===== config.mk =====
export PLATFORM = sky130hd
export DESIGN_NAME = adc_xfer_ctrl
export DESIGN_NICKNAME = d
export VERILOG_FILES = /design/src/rtl/adc_xfer_pkg.sv /design/src/rtl/sclk_tick_gen.sv /design/src/rtl/ctrl_shifter.sv /design/src/rtl/res_capture.sv /design/src/rtl/adc_xfer_ctrl.sv
export SDC_FILE = /design/constraint.sdc
export NUM_CORES = 1
export LEC_CHECK = 0
export BUFFER_PORTS_ARGS = -buffer_cell sky130_fd_sc_hd__buf_2
export CAP_MARGIN = 40
export CELL_PAD_IN_SITES_DETAIL_PLACEMENT = 1
export CELL_PAD_IN_SITES_GLOBAL_PLACEMENT = 1
export CORE_MARGIN = 1
export CORE_UTILIZATION = 42
export DETAILED_ROUTE_END_ITERATION = 16
export GPL_TIMING_DRIVEN = 0
export HOLD_SLACK_MARGIN = 0.02
export PLACE_DENSITY_LB_ADDON = 0.1
export SLEW_MARGIN = 10
export SYNTH_ARGS = -nofsm -noshare
export SYNTH_HDL_FRONTEND = slang
export SYNTH_SLANG_ARGS = --single-unit

===== constraint.sdc =====
create_clock -name clk -period 2.1 [get_ports clk]
set_input_delay 0.315 -clock clk [delete_from_list [all_inputs] [get_ports clk]]
set_output_delay 0.315 -clock clk [all_outputs]
set_load 0.005 [all_outputs]

===== src/rtl/adc_xfer_pkg.sv =====
package adc_xfer_pkg;
  localparam int CTRL_BITS      = 8;
  localparam int RES_BITS       = 12;
  localparam int XFER_CLKS      = 24;
  localparam int HALF_STEPS     = 2 * XFER_CLKS;
  localparam int RES_FIRST_RISE = 10;
  localparam int RES_LAST_RISE  = RES_FIRST_RISE + RES_BITS - 1;

  typedef struct packed {
    logic [2:0] addr;
    logic       mode;
    logic       sgl;
    logic [1:0] pd;
  } adc_cmd_t;

  typedef enum logic {ST_IDLE, ST_RUN} xfer_state_t;

  function automatic logic [CTRL_BITS-1:0] make_ctrl(input adc_cmd_t c);
    return {1'b1, c};
  endfunction
endpackage


===== src/rtl/sclk_tick_gen.sv =====
module sclk_tick_gen #(
  parameter int HALF_DIV = 4
) (
  input  logic clk,
  input  logic rst_n,
  input  logic run,
  output logic tick
);
  localparam int CW = (HALF_DIV > 2) ? $clog2(HALF_DIV) : 1;
  localparam logic [CW-1:0] LAST = CW'(HALF_DIV - 1);

  logic [CW-1:0] cnt;

  always_ff @(posedge clk) begin
    if (!rst_n)           cnt <= '0;
    else if (!run)        cnt <= '0;
    else if (cnt == LAST) cnt <= '0;
    else                  cnt <= cnt + 1'b1;
  end

  assign tick = run && (cnt == LAST);

  // half-period ticks are never adjacent, so each sclk level lasts HALF_DIV cycles
  p_tick_gap_r3: assert property (@(posedge clk) disable iff (!rst_n)
    tick |=> !tick);
endmodule


===== src/rtl/ctrl_shifter.sv =====
module ctrl_shifter #(
  parameter int W = 8
) (
  input  logic         clk,
  input  logic         rst_n,
  input  logic         load,
  input  logic         shift,
  input  logic [W-1:0] din,
  output logic         bit_out
);
  logic [W-1:0] sr;

  always_ff @(posedge clk) begin
    if (!rst_n)     sr <= '0;
    else if (load)  sr <= din;
    else if (shift) sr <= {sr[W-2:0], 1'b0};
  end

  assign bit_out = sr[W-1];
endmodule


===== src/rtl/res_capture.sv =====
module res_capture #(
  parameter int W = 12
) (
  input  logic         clk,
  input  logic         rst_n,
  input  logic         clr,
  input  logic         en,
  input  logic         din,
  output logic [W-1:0] word
);
  logic [W-1:0] sr;

  always_ff @(posedge clk) begin
    if (!rst_n)   sr <= '0;
    else if (clr) sr <= '0;
    else if (en)  sr <= {sr[W-2:0], din};
  end

  assign word = sr;

  // a transfer start and a data sample never coincide
  p_clr_en_excl_r6: assert property (@(posedge clk) disable iff (!rst_n)
    clr |-> !en);
endmodule


===== src/rtl/adc_xfer_ctrl.sv =====
module adc_xfer_ctrl
  import adc_xfer_pkg::*;
#(
  parameter int HALF_DIV = 4
) (
  input  logic                clk,
  input  logic                rst_n,
  input  logic                cmd_valid,
  output logic                cmd_ready,
  input  logic [2:0]          cmd_addr,
  input  logic                cmd_mode,
  input  logic                cmd_sgl,
  input  logic [1:0]          cmd_pd,
  output logic                busy,
  output logic                cs_n,
  output logic                sclk,
  output logic                sdo,
  input  logic                sdi,
  output logic [RES_BITS-1:0] res_data,
  output logic                res_done
);
  localparam int HW = $clog2(HALF_STEPS);
  localparam logic [HW-1:0] LAST_H = HW'(HALF_STEPS - 1);
  localparam logic [HW-2:0] WIN_LO = (HW-1)'(RES_FIRST_RISE - 1);
  localparam logic [HW-2:0] WIN_HI = (HW-1)'(RES_LAST_RISE - 1);

  xfer_state_t          state;
  logic [HW-1:0]        h;
  logic                 tick, rise_tick, fall_tick, accept, sample_en;
  logic [HW-2:0]        rise_idx;
  logic [CTRL_BITS-1:0] ctrl;
  logic [RES_BITS-1:0]  cap_word;
  adc_cmd_t             cmd;

  assign cmd       = '{addr: cmd_addr, mode: cmd_mode, sgl: cmd_sgl, pd: cmd_pd};
  assign ctrl      = make_ctrl(cmd);
  assign cmd_ready = (state == ST_IDLE);
  assign busy      = (state == ST_RUN);
  assign accept    = cmd_valid && cmd_ready;
  assign rise_tick = tick && !h[0];
  assign fall_tick = tick && h[0];
  assign rise_idx  = h[HW-1:1];
  assign sample_en = rise_tick && (rise_idx >= WIN_LO) && (rise_idx <= WIN_HI);

  sclk_tick_gen #(.HALF_DIV(HALF_DIV)) u_tick (
    .clk(clk), .rst_n(rst_n), .run(busy), .tick(tick)
  );

  ctrl_shifter #(.W(CTRL_BITS)) u_tx (
    .clk(clk), .rst_n(rst_n), .load(accept), .shift(fall_tick),
    .din(ctrl), .bit_out(sdo)
  );

  res_capture #(.W(RES_BITS)) u_rx (
    .clk(clk), .rst_n(rst_n), .clr(accept), .en(sample_en),
    .din(sdi), .word(cap_word)
  );

  always_ff @(posedge clk) begin
    if (!rst_n) begin
      state    <= ST_IDLE;
      h        <= '0;
      sclk     <= 1'b0;
      cs_n     <= 1'b1;
      res_done <= 1'b0;
      res_data <= '0;
    end else begin
      res_done <= 1'b0;
      case (state)
        ST_IDLE: begin
          if (accept) begin
            state <= ST_RUN;
            h     <= '0;
            cs_n  <= 1'b0;
            sclk  <= 1'b0;
          end
        end
        default: begin
          if (tick) begin
            if (h == LAST_H) begin
              state    <= ST_IDLE;
              cs_n     <= 1'b1;
              sclk     <= 1'b0;
              res_done <= 1'b1;
              res_data <= cap_word;
            end else begin
              h    <= h + 1'b1;
              sclk <= ~sclk;
            end
          end
        end
      endcase
    end
  end

  p_sclk_cs_r5: assert property (@(posedge clk) disable iff (!rst_n)
    sclk |-> !cs_n);

  p_sdo_steady_r2: assert property (@(posedge clk) disable iff (!rst_n)
    (sclk && $past(sclk)) |-> $stable(sdo));

  p_done_pulse_r7: assert property (@(posedge clk) disable iff (!rst_n)
    res_done |=> !res_done);

  p_res_hold_r7: assert property (@(posedge clk) disable iff (!rst_n)
    !res_done |-> $stable(res_data));

  p_cs_release_r4: assert property (@(posedge clk) disable iff (!rst_n)
    $rose(cs_n) |-> res_done);

  p_busy_hold_r8: assert property (@(posedge clk) disable iff (!rst_n)
    busy |=> (busy || res_done));

  p_ready_idle_r1: assert property (@(posedge clk) disable iff (!rst_n)
    (busy && cmd_valid) |=> !$rose(cs_n) || res_done);
endmodule


==> flow_metrics.py, run 1 <==
metrics = {
    "outcome": {
        "outcome": "finished, final reports clean",
    },
    "detailed_routing": {
        "wl_mm": 3.99,
        "vias": 1418,
        "wl_per_cell_um": 14.6,
        "firstDrtPassIters": 4,
        "post-route-drc-count": 0,
        "drt_iter0_markers": 62,
        "vias_per_cell": 5.18,
        "ant_nets": 0,
    },
    "timing": {
        "max_slew_margin_pct": 69.1,
        "fmax_mhz": 563,
        "max_slew.worst_pin.slew_ns": 0.464,
        "rsz0062_at_grt": "false",
        "report.final.hold_viol_count": 0,
        "slew_violations": 0,
        "post-route-min-period_ns": 1.78,
        "whs_ns": 0.240,
        "fin_tns_setup_ns": 0,
        "finalSetupViolCount": 0,
        "clock_skew_ns": 0.0132,
        "fin_crit_sh_pct": 84.6,
    },
    "synth": {
        "synthCells": 188,
        "synth_seq_cells": 44,
        "synth_cell_type_count": 31,
        "avgSynthCellArea_um2": 9.58,
        "synth_seq_area_share_pct": 48.9,
        "synthesis.nets": 201,
        "syn-cell-area_um2": 1800,
        "synth_warnings": 0,
    },
    "clock_tree": {
        "clockBufferDepth": 2,
        "tritoncts": "built",
        "cts_resized": 0,
        "cts_sinks": 44,
        "postCtsSetupRepairBufs": 0,
        "cts_buffers": 5,
        "root_buffer": "clkbuf_8",
        "clk_latency_ns": 0.30,
        "clk_transition_reported_paths_ns": 0.09,
        "hold_buffers": 0,
        "htreeDepth": 2,
    },
    "die": {
        "ios": 29,
        "initial_core_util_pct": 44.4,
        "fp.dieH_um": 67.5,
        "dieArea_um2": 4560,
        "die_w_um": 67.5,
        "fp-row-count": 23,
        "core_area_um2": 4060,
    },
    "pwr": {
        "power_leakage_nw": 0.927,
        "vdd_ir_drop_max_mv": 0.492,
        "power_density_nw_per_um2": 755,
    },
    "min_path": {
        "hold_class": "in -> reg",
    },
    "finish": {
        "drive_gt1_share_pct": 22.8,
        "nNetsFinal": 236,
        "nFillCells": 477,
        "seq_area_um2": 881,
        "n_antenna_cell": 0,
        "syn2layout_area_growth_pct": 17.4,
        "multi_input_area_um2": 840,
    },
    "setup_path": {
        "r2r_setup_slack_ns": 0.32,
        "reg2reg_from": "h[0]$_SDFFE_PN0P_",
        "reg2reg_to": "res_data[8]$_SDFFE_PN0P_",
        "cp-end-kind": "register",
        "critPathLaunchType": "register",
        "crit_fanout": 10,
        "worstPathRequired_ns": 2.27,
        "ff2ff_path_depth": 6,
        "critical_path_class": "reg -> reg",
        "setup.worst_path.end": "res_data[8]$_SDFFE_PN0P_",
        "arrival_ns": 1.94,
        "startpoint": "h[0]$_SDFFE_PN0P_",
    },
    "placed_design": {
        "place_congestion": 0.770,
        "io_buffer_count": 28,
        "dp.final_hpwl_mm": 3.06,
    },
    "grt": {
        "antenna_found_initial": 0,
        "grt_pass1_vias": 1502,
        "grtUsageTotal_pct": 20.5,
        "grt_max_degree": 15,
        "overflow": 0,
        "grt_first_pass_wirelength_mm": 6.82,
    },
    "flow_run": {
        "max_cap_viol_count": 0,
    },
}
==> worst min path at each step <==
stage,startpoint,slack (ns),depth (start not counted),endpoint
after floorplan,rst_n,0.39,1,cs_n$_SDFFE_PN1P_
after global placement,u_tick.cnt[0]$_SDFF_PP0_,0.42,1,u_tick.cnt[0]$_SDFF_PP0_
after detailed placement,u_tick.cnt[0]$_SDFF_PP0_,0.42,1,u_tick.cnt[0]$_SDFF_PP0_
after CTS,rst_n,0.24,2,cs_n$_SDFFE_PN1P_
after global routing,rst_n,0.25,2,cs_n$_SDFFE_PN1P_
final,rst_n,0.24,2,cs_n$_SDFFE_PN1P_
==> critical path, stage by stage, from the launching register on <==
cell     delay, ns
dfxtp_1       0.51
ha_1          0.29
and4b_4       0.29
nand3_4       0.14
buf_6         0.19
mux2i_1       0.16
nor2_1        0.05
==> Yosys cell counts <==
master	number	area share [%]
buf_2	5	1.4
xnor2_1	1	0.49
nand4_1	1	0.35
nand3b_1	1	0.42
a2bb2oi_2	1	0.83
buf_4	1	0.42
nand3_1	6	1.7
o221a_1	1	0.62
inv_1	2	0.42
o21ai_0	2	0.56
mux2i_1	26	14
nor2_1	23	4.8
nand3_4	1	0.97
dfxtp_1	44	49
and4b_4	1	0.76
and2_1	1	0.35
nor3_4	1	0.90
nor2_2	1	0.35
mux2_2	1	0.62
nand2b_1	3	1.0
nor3_1	3	0.83
nand2_1	35	7.3
o211a_1	1	0.56
a21oi_1	7	1.9
nor2b_1	2	0.69
o2bb2ai_1	2	0.97
ha_1	2	1.4
a311oi_1	6	2.9
clkbuf_1	2	0.42
buf_6	3	1.9
nor3b_1	2	0.83
==> registers in the layout (all words and copies together) (netlist names) <==
register	flops
sclk	1
h	6
busy	1
cs_n	1
res_done	1
u_tick.cnt	2
res_data	12
u_tx.sr	8
u_rx.word	12
==> layer usage <==
layer | vias to the layer above | wire (µm) | part of all wire, % | global-route usage (%)
met1 | 680 | 1640 | 41 | 22.7
met3 | 4 | 104 | 2.6 | 4.56
met2 | 23 | 2180 | 55 | 36.9
li1 | 711 | - | - | -
met4 | 0 | 65 | 1.6 | 8.78
met5 | - | 0 | 0 | 0
==> metrics by stage <==
stage	utilization (%)	area [µm²]	std cells	total power, mW	setup slack [ns]
finish	52.1	2120	274	1.60	0.323
global route	52.1	2120	274	1.66	0.216
CTS	52.1	2120	274	1.61	0.328
detailed placement	49.4	2000	266	0.967	0.348
global placement	49.4	2000	266	0.960	0.428
floorplan	-	1800	188	0.931	0.592
==> cell type report <==
cell class,count,area share [%]
clock buffers,5,3.25
well taps,50,2.96
plain buffers,11,3.49
multi-input cells,131,39.7
clock inverters,3,2.01
inverters,2,0.355
flip-flops and latches,44,41.6
repair buffers,28,6.62
==> power breakdown <==
group,internal [mW],switching [mW]
Sequential,0.850,0.00854
Clock,0.352,0.298
Combinational,0.0337,0.0545
==> placed cells by master (no fill, tap or decap), types with 2 or more instances in the layout <==
cell type,instances
dfxtp_1,44
nand2_1,35
buf_2,33
mux2i_1,26
nor2_1,23
a21oi_1,7
nand3_1,6
a311oi_1,6
clkbuf_8,5
nand2b_1,3
buf_6,3
nor3_1,3
inv_1,2
clkbuf_1,2
nor3b_1,2
nor2b_1,2
o21ai_0,2
o2bb2ai_1,2
ha_1,2
==> kinds of logic after synthesis <==
kind of cell,Yosys count,share of synthesized area (%)
compound gates,20,8.40
buf+inv,13,4.51
fa+ha+maj,2,1.39
xor+xnor,1,0.486
mux,27,15.1
simple gates,81,21.3
flops,44,48.9
Note: power is estimated with default switching activity, not from simulation.
==> run 2: changes to the inputs <==
- CORE_UTILIZATION: 42 -> 38
- clock period: 2.1 -> 1.5 ns (I/O delays scaled with it)
==> run 2 against run 1 <==
  * Wire length is 13% higher
  * Sequential share of layout area is 2.4 points lower
  * Hold slack worse by 0.073 ns
  * Register-to-register slack worse by 0.29 ns
  * Fmax is 21% higher
  * Cell area up 7.6%
  * Sequential power increased by 40%
  * Critical path depth did not move
  * Total power rose by 32%
  * Combinational power is 55% higher
  * Clock skew shrank 0.0043 ns
  * Largest cell class is now multi-input combinational cells
==> flow_metrics.py, run 2 (synthesis gave the netlist of run 1 again) <==
metrics = {
    "finish": {
        "nFillCells": 514,
        "final_cell_mix": "dfxtp_1 (39), nand2_1 (34), buf_2 (29)",
        "nNetsFinal": 244,
        "multi_input_area_um2": 896,
        "mostFrequentLayoutCell": "dfxtp_1",
        "final_util_pct": 51.2,
        "syn2layout_area_growth_pct": 26.3,
        "drive_gt1_share_pct": 30.6,
        "n_antenna_cell": 0,
        "seq_area_um2": 892,
    },
    "clock_tree": {
        "clockBufferDepth": 2,
        "root_buffer": "clkbuf_8",
        "clk_transition_reported_paths_ns": 0.09,
        "htreeDepth": 2,
        "hold_buffers": 0,
        "clk_latency_ns": 0.30,
        "tritoncts": "built",
        "cts_sinks": 44,
        "cts_buffers": 5,
    },
    "die": {
        "die_w_um": 70.9,
        "ios": 29,
        "fp-row-count": 24,
        "initial_core_util_pct": 40.5,
        "fp.dieH_um": 70.9,
        "core_area_um2": 4440,
        "dieArea_um2": 5020,
    },
    "detailed_routing": {
        "wl_per_cell_um": 15.8,
        "vias_per_cell": 5.24,
        "wl_mm": 4.50,
        "firstDrtPassIters": 7,
        "drt_iter0_markers": 47,
        "ant_nets": 0,
        "post-route-drc-count": 0,
        "vias": 1487,
    },
    "grt": {
        "antenna_found_initial": 0,
        "grt_max_degree": 14,
        "grtUsageTotal_pct": 17.9,
        "overflow": 0,
        "grt_pass1_vias": 1486,
        "grt_first_pass_wirelength_mm": 6.95,
    },
    "flow_run": {
        "max_cap_viol_count": 0,
    },
    "timing": {
        "fin_tns_setup_ns": 0,
        "report.final.hold_viol_count": 0,
        "slew_violations": 0,
        "finalSetupViolCount": 0,
        "clock_skew_ns": 0.00887,
        "max_slew.worst_pin.slew_ns": 0.505,
        "rsz0062_at_grt": "true",
        "fmax_mhz": 684,
        "post-route-min-period_ns": 1.46,
        "max_slew_margin_pct": 66.3,
        "fin_crit_sh_pct": 97.5,
    },
    "setup_path": {
        "worstPathRequired_ns": 1.66,
        "critical_path_class": "reg -> reg",
        "r2r_setup_slack_ns": 0.04,
        "cp-end-kind": "register",
        "arrival_ns": 1.62,
        "critPathLaunchType": "register",
        "crit_fanout": 5,
    },
    "placed_design": {
        "dp.final_hpwl_mm": 3.01,
        "place_congestion": 0.803,
        "io_buffer_count": 28,
    },
    "pwr": {
        "power_leakage_nw": 0.988,
        "power_density_nw_per_um2": 928,
        "vdd_ir_drop_max_mv": 0.533,
    },
    "min_path": {
        "hold_class": "in -> reg",
    },
    "outcome": {
        "outcome": "finished, final reports clean",
    },
}
==> run 2: power by group <==
part           switching (mW)  internal [mW]
registers              0.0126           1.19
logic                  0.0831         0.0534
clock network           0.401          0.375
==> run 2: per-layer routing <==
| layer | vias to the layer above | wire (µm) | track usage, % | share of wire [%] |
|---|---|---|---|---|
| met5 | - | 0 | 0 | 0 |
| met4 | 0 | 46 | 5.33 | 1.0 |
| met3 | 6 | 141 | 6.13 | 3.1 |
| met2 | 24 | 2360 | 32.7 | 53 |
| met1 | 725 | 1950 | 19.6 | 43 |
| li1 | 732 | - | - | - |
==> run 2: worst max-delay path, stage by stage (launching register included) <==
cell	delay, ns
dfxtp_4	0.39
ha_4	0.14
and4b_4	0.27
nand3_4	0.13
clkbuf_16	0.19
mux2i_1	0.15
nor2_1	0.06
==> run 2: repair_timing <==
action,CTS,global route
pin swaps,1,2
endpoints found under the setup margin,31,26
buffers inserted,5,2
gates resized for setup,12,17
cloned,0,2
endpoints found under the hold margin,0,0
==> run 2: path summary, 6_finish.rpt <==
| kind | start | end | cells after the start |
|---|---|---|---|
| hold reg to reg | u_tick.cnt[0]$_SDFF_PP0_ | u_tick.cnt[0]$_SDFF_PP0_ | 1 |
| setup / recovery | h[1]$_SDFFE_PN0P_ | res_data[4]$_SDFFE_PN0P_ | 6 |
| hold / removal | rst_n | cs_n$_SDFFE_PN1P_ | 2 |
| setup reg to reg | h[1]$_SDFFE_PN0P_ | res_data[4]$_SDFFE_PN0P_ | 6 |
==> run 2: final cells by class <==
cell class	count	share of cell area [%]
flip-flops and latches	44	39.2
clock buffers	7	3.79
clock inverters	1	0.330
repair buffers	37	10.2
inverters	2	0.330
well taps	52	2.86
multi-input cells	131	39.4
plain buffers	10	3.90
==> run 2: metrics by stage <==
stage | power (mW) | hold slack [ns] | setup slack, ns | instance area, µm² | instances
floorplan | 1.30 | 0.297 | 0.0692 | 1800 | 188
global placement | 1.35 | 0.415 | -0.0982 | 2010 | 268
detailed placement | 1.35 | 0.436 | -0.178 | 2010 | 268
finish | 2.11 | 0.167 | 0.0374 | 2280 | 284
CTS | 2.13 | 0.152 | 0.0292 | 2190 | 281
global route | 2.21 | 0.159 | -0.0159 | 2280 | 284
